--- config.mk ---
export PLATFORM = sky130hd
export DESIGN_NAME = esc_cmd_tx
export DESIGN_NICKNAME = d
export VERILOG_FILES = /design/src/rtl/esc_cmd_tx.sv
export SDC_FILE = /design/constraint.sdc
export NUM_CORES = 1
export LEC_CHECK = 0
export BUFFER_PORTS_ARGS = -buffer_cell sky130_fd_sc_hd__buf_2
export CORE_MARGIN = 3
export CORE_UTILIZATION = 40
export CTS_CLUSTER_SIZE = 10
export DETAILED_ROUTE_END_ITERATION = 12
export PLACE_DENSITY = 0.65
export SLEW_MARGIN = 25
export SYNTH_ARGS = -nofsm -noshare
export SYNTH_HDL_FRONTEND = slang
export SYNTH_SLANG_ARGS = --single-unit
--- constraint.sdc ---
create_clock -name clk -period 2.1 [get_ports clk]
set_clock_uncertainty 0.15 [all_clocks]
set_input_delay 0.315 -clock clk [delete_from_list [all_inputs] [get_ports clk]]
set_output_delay 0.315 -clock clk [all_outputs]
set_load 0.005 [all_outputs]
--- src/rtl/esc_cmd_tx.sv ---
module esc_cmd_tx #(
  parameter int          DW      = 8,
  parameter logic [DW-1:0] ESC     = 8'h00,
  parameter logic [DW-1:0] BRK_ON  = 8'h81,
  parameter logic [DW-1:0] PAUSE   = 8'h82,
  parameter logic [DW-1:0] BRK_OFF = 8'h83
) (
  input  logic          clk,
  input  logic          rst_n,
  input  logic          cmd_en,
  input  logic          tick,
  input  logic [DW-1:0] in_data,
  input  logic          in_valid,
  output logic          in_ready,
  output logic [DW-1:0] out_data,
  output logic          out_valid,
  input  logic          out_ready,
  output logic          brk_force,
  output logic          cmd_err
);
  typedef enum logic [1:0] {S_DATA, S_CODE, S_LEN, S_WAIT} st_t;

  st_t           st;
  logic [DW-1:0] cnt;
  logic          slot_free, acc, is_esc;

  assign slot_free = !out_valid || out_ready;
  assign is_esc    = (in_data == ESC);
  assign acc       = in_valid && in_ready;

  always_comb begin
    case (st)
      S_DATA:  in_ready = (cmd_en && is_esc) || (slot_free && !brk_force);
      S_CODE:  in_ready = !is_esc || brk_force || slot_free;
      S_LEN:   in_ready = 1'b1;
      default: in_ready = 1'b0;
    endcase
  end

  always_ff @(posedge clk) begin
    if (!rst_n) begin
      st        <= S_DATA;
      cnt       <= '0;
      out_data  <= '0;
      out_valid <= 1'b0;
      brk_force <= 1'b0;
      cmd_err   <= 1'b0;
    end else begin
      cmd_err <= 1'b0;
      if (out_valid && out_ready) out_valid <= 1'b0;
      case (st)
        S_DATA:
          if (acc) begin
            if (cmd_en && is_esc) st <= S_CODE;
            else begin
              out_valid <= 1'b1;
              out_data  <= in_data;
            end
          end
        S_CODE:
          if (acc) begin
            st <= S_DATA;
            if (is_esc) begin
              if (brk_force) cmd_err <= 1'b1;
              else begin
                out_valid <= 1'b1;
                out_data  <= in_data;
              end
            end else if (in_data == BRK_ON)  brk_force <= 1'b1;
            else if (in_data == BRK_OFF)     brk_force <= 1'b0;
            else if (in_data == PAUSE)       st <= S_LEN;
            else                             cmd_err <= 1'b1;
          end
        S_LEN:
          if (acc) begin
            if (in_data == '0) st <= S_DATA;
            else begin
              cnt <= in_data;
              st  <= S_WAIT;
            end
          end
        default:
          if (tick) begin
            cnt <= cnt - 1'b1;
            if (cnt == 1) st <= S_DATA;
          end
      endcase
    end
  end
endmodule

==> flow_summary.yaml <==
outcome:
  status: "complete, no violations"
setup_path:
  start_kind: "primary input"
  endpoint_kind: "output pin"
  slowest_delay_ps: 570
  critical_path_required_ps: 1630
  worstReg2RegStart: "cnt[0]"
  reg2reg_slack_ps: 200
  setup.worst_path.class: "primary input to output pin"
  worst-endpoint-arrival_ps: 1550
  cp_max_fo: 4
  crit_slowest_cell: "or4_4"
  reg2reg_depth: 6
  crit_chain: "buf_2 > or4_4 > nor3_1 > o22a_1 > o22ai_1 > buf_2"
  crit_top_cell: "buf_2"
  r2r-end: "cnt[6]"
placed_design:
  gp_congestion: 0.904
  io_buffers: 25
  post-dp-hpwl_um: 2840
  place_ws_ps: 85.6
worst_hold_path:
  min_from: "in_data[4]"
  min_path_type: "primary input to flip-flop"
  holdPathStages: 2
  min_delay_worst_endpoint: "out_data[4]"
die:
  fp.dieW_um: 63.8
  die-area_mm2: 0.00407
  core_area_mm2: 0.00313
  die_y_um: 63.8
  io_pins: 26
  start_util: 0.427
  rows: 20
sta:
  rsz0062_at_grt: "no"
  finalCritPeriodShare: 0.960
  fin_crit_ps: 2020
  slew_violations: 0
  max_clock_freq_mhz: 496
  hold_viol: 0
  slew_headroom: 0.725
  layout_setup_ws_ps: 83.0
  whs_ps: 176
  setup_viol_count_final: 0
  worst_pin_slew_ps: 409
  finalSetupTns_ps: 0
route:
  drt-total-wl_um: 3840
  drc: 0
  dr.pass1.iters: 4
  wl_met3_um: 222
  via_count: 1423
  drtAntennaViolNets: 0
  maxUsedRoutingLayer: "met4"
  first_iter_violations: 76
  met2_wirelength_um: 1940
  wl_per_cell_um: 16.1
  viasPerCell: 5.98
  wl_met1_um: 1670
final_layout:
  area_delta_synth_final_pct: 22.4
  fillCellCount: 308
  utilization: 0.522
  multiInputGateArea_um2: 845
  drive_gt1_frac: 0.309
  fin_nets: 211
  antenna_cells: 0
  seqCellArea_um2: 420
power_and_ir_drop:
  power_uw: 719
  leakage_nw: 0.675
  p_per_area_mw_per_mm2: 440
  vdd_drop_max_mv: 0.227
clock_network:
  cts_resized: 0
  root_buffer: "clkbuf_4"
  cts_buffer_depth: 2
  cts_buffers: 3
  clk_latency_ps: 300
  htree_levels: 1
  cts_tree: "yes"
  cts.clk_slew.worst_paths_ps: 120
  cts_hold_buf: 0
  cts.sinks: 21
  cts_setup_buffers: 0
synth:
  synth_top_area_frac: 0.315
  seq_area_frac_synth: 0.315
  synth_cell_types: 52
  yosysTopAreaCell: "dfxtp_1"
  synth_edf_count: 0
  netlist_area_mm2: 0.00134
  async_flop_share: 0
  synth.avg_cell_area_um2: 8.50
  ys_warn_count: 0
  ys_seq_elements: 21
  yosys.cell_count.top_type: "dfxtp_1"
  synthCells: 157
  ys_top_cells_by_area: "dfxtp_1, a32o_2, nand2_1"
  synth_common_cells: "dfxtp_1, nand2_1, inv_1, a21oi_1"
  synth_nets: 173
  ys.flop_type: "dfxtp_1"
global_route:
  grt_antenna_before_repair: 0
  grt_pass1_wl_um: 6340
  grt_use_total: 0.193
  grt_pass1_vias: 1355
  grt_max_degree: 24
  grt.overflow.total: 0
run:
  maxCapViolations: 0
## power breakdown
| group | switching [mW] | internal [mW] |
|---|---|---|
| logic | 0.0605 | 0.0495 |
| registers | 0.00535 | 0.409 |
| clock network | 0.123 | 0.0709 |
| total | 0.189 | 0.530 |
## layout by cell type, fill, tap and decap left out, types with 3 or more instances in the layout
cell | synthesis | final
a31oi_1 | 4 | 4
buf_4 | 0 | 17
nor3_1 | 4 | 4
nand2b_1 | 3 | 3
nand4_1 | 3 | 3
nor4_1 | 5 | 5
buf_2 | 2 | 25
o32ai_1 | 3 | 3
a32o_1 | 4 | 4
nand2_1 | 12 | 12
inv_1 | 9 | 9
nor2_1 | 5 | 5
o21a_1 | 3 | 3
clkbuf_4 | 0 | 3
o41ai_1 | 3 | 3
and2_1 | 7 | 7
a32o_2 | 5 | 5
a21oi_1 | 8 | 8
o21ai_0 | 7 | 7
o211ai_1 | 3 | 3
dfxtp_1 | 21 | 21
## routing by layer
metal	track usage	vias to the layer above
met5	0	-
met4	0.0539	0
met3	0.0316	2
met2	0.323	50
met1	0.257	689
li1	-	682
## kinds of logic after synthesis
logic type / Yosys count / share of synthesized area
AO/OA/AOI/OAI: 52 / 0.301
buffers and inverters: 18 / 0.0525
adder cells (fa/ha/maj): 2 / 0.0187
flip-flops: 21 / 0.315
multiplexers: 1 / 0.00750
AND/OR/NAND/NOR: 63 / 0.306
## per-stage QoR
| stage | instances | cell area, µm² |
|---|---|---|
| after floorplan | 157 | 1340 |
| after global placement | 234 | 1610 |
| after detailed placement | 234 | 1610 |
| after CTS | 238 | 1630 |
| after global routing | 238 | 1630 |
| final | 238 | 1630 |
## layout make-up
class | instances | share of cell area
inverters | 9 | 0.0207
flip-flops and latches | 21 | 0.257
repair buffers | 42 | 0.155
clock inverters | 1 | 0.00306
clock buffers | 3 | 0.0138
well taps | 44 | 0.0337
multi-input cells | 118 | 0.517
## worst max-delay path, delay by kind of cell
kind,cells,cell delay (ps)
AOI/OAI and AO/OA,2,230
and+or+nand+nor,2,770
buffers and inverters,2,240
## registers in the layout, indices dropped and copies added, names as in the netlist
register,flops
out_valid,1
st,2
cmd_err,1
brk_force,1
out_data,8
cnt,8
## worst max path at each step
stage | from | end | slack, ps | cells past startpoint
6_report | in_data[6] | in_ready | 80 | 6
2_1_floorplan | in_data[6] | in_ready | 370 | 4
3_3_place_gp | in_data[6] | in_ready | 90 | 6
5_1_grt | in_data[6] | in_ready | 20 | 6
3_5_place_dp | in_data[6] | in_ready | 90 | 6
4_1_cts | in_data[6] | in_ready | 90 | 6
No activity file was read; power rests on OpenSTA's default activity.
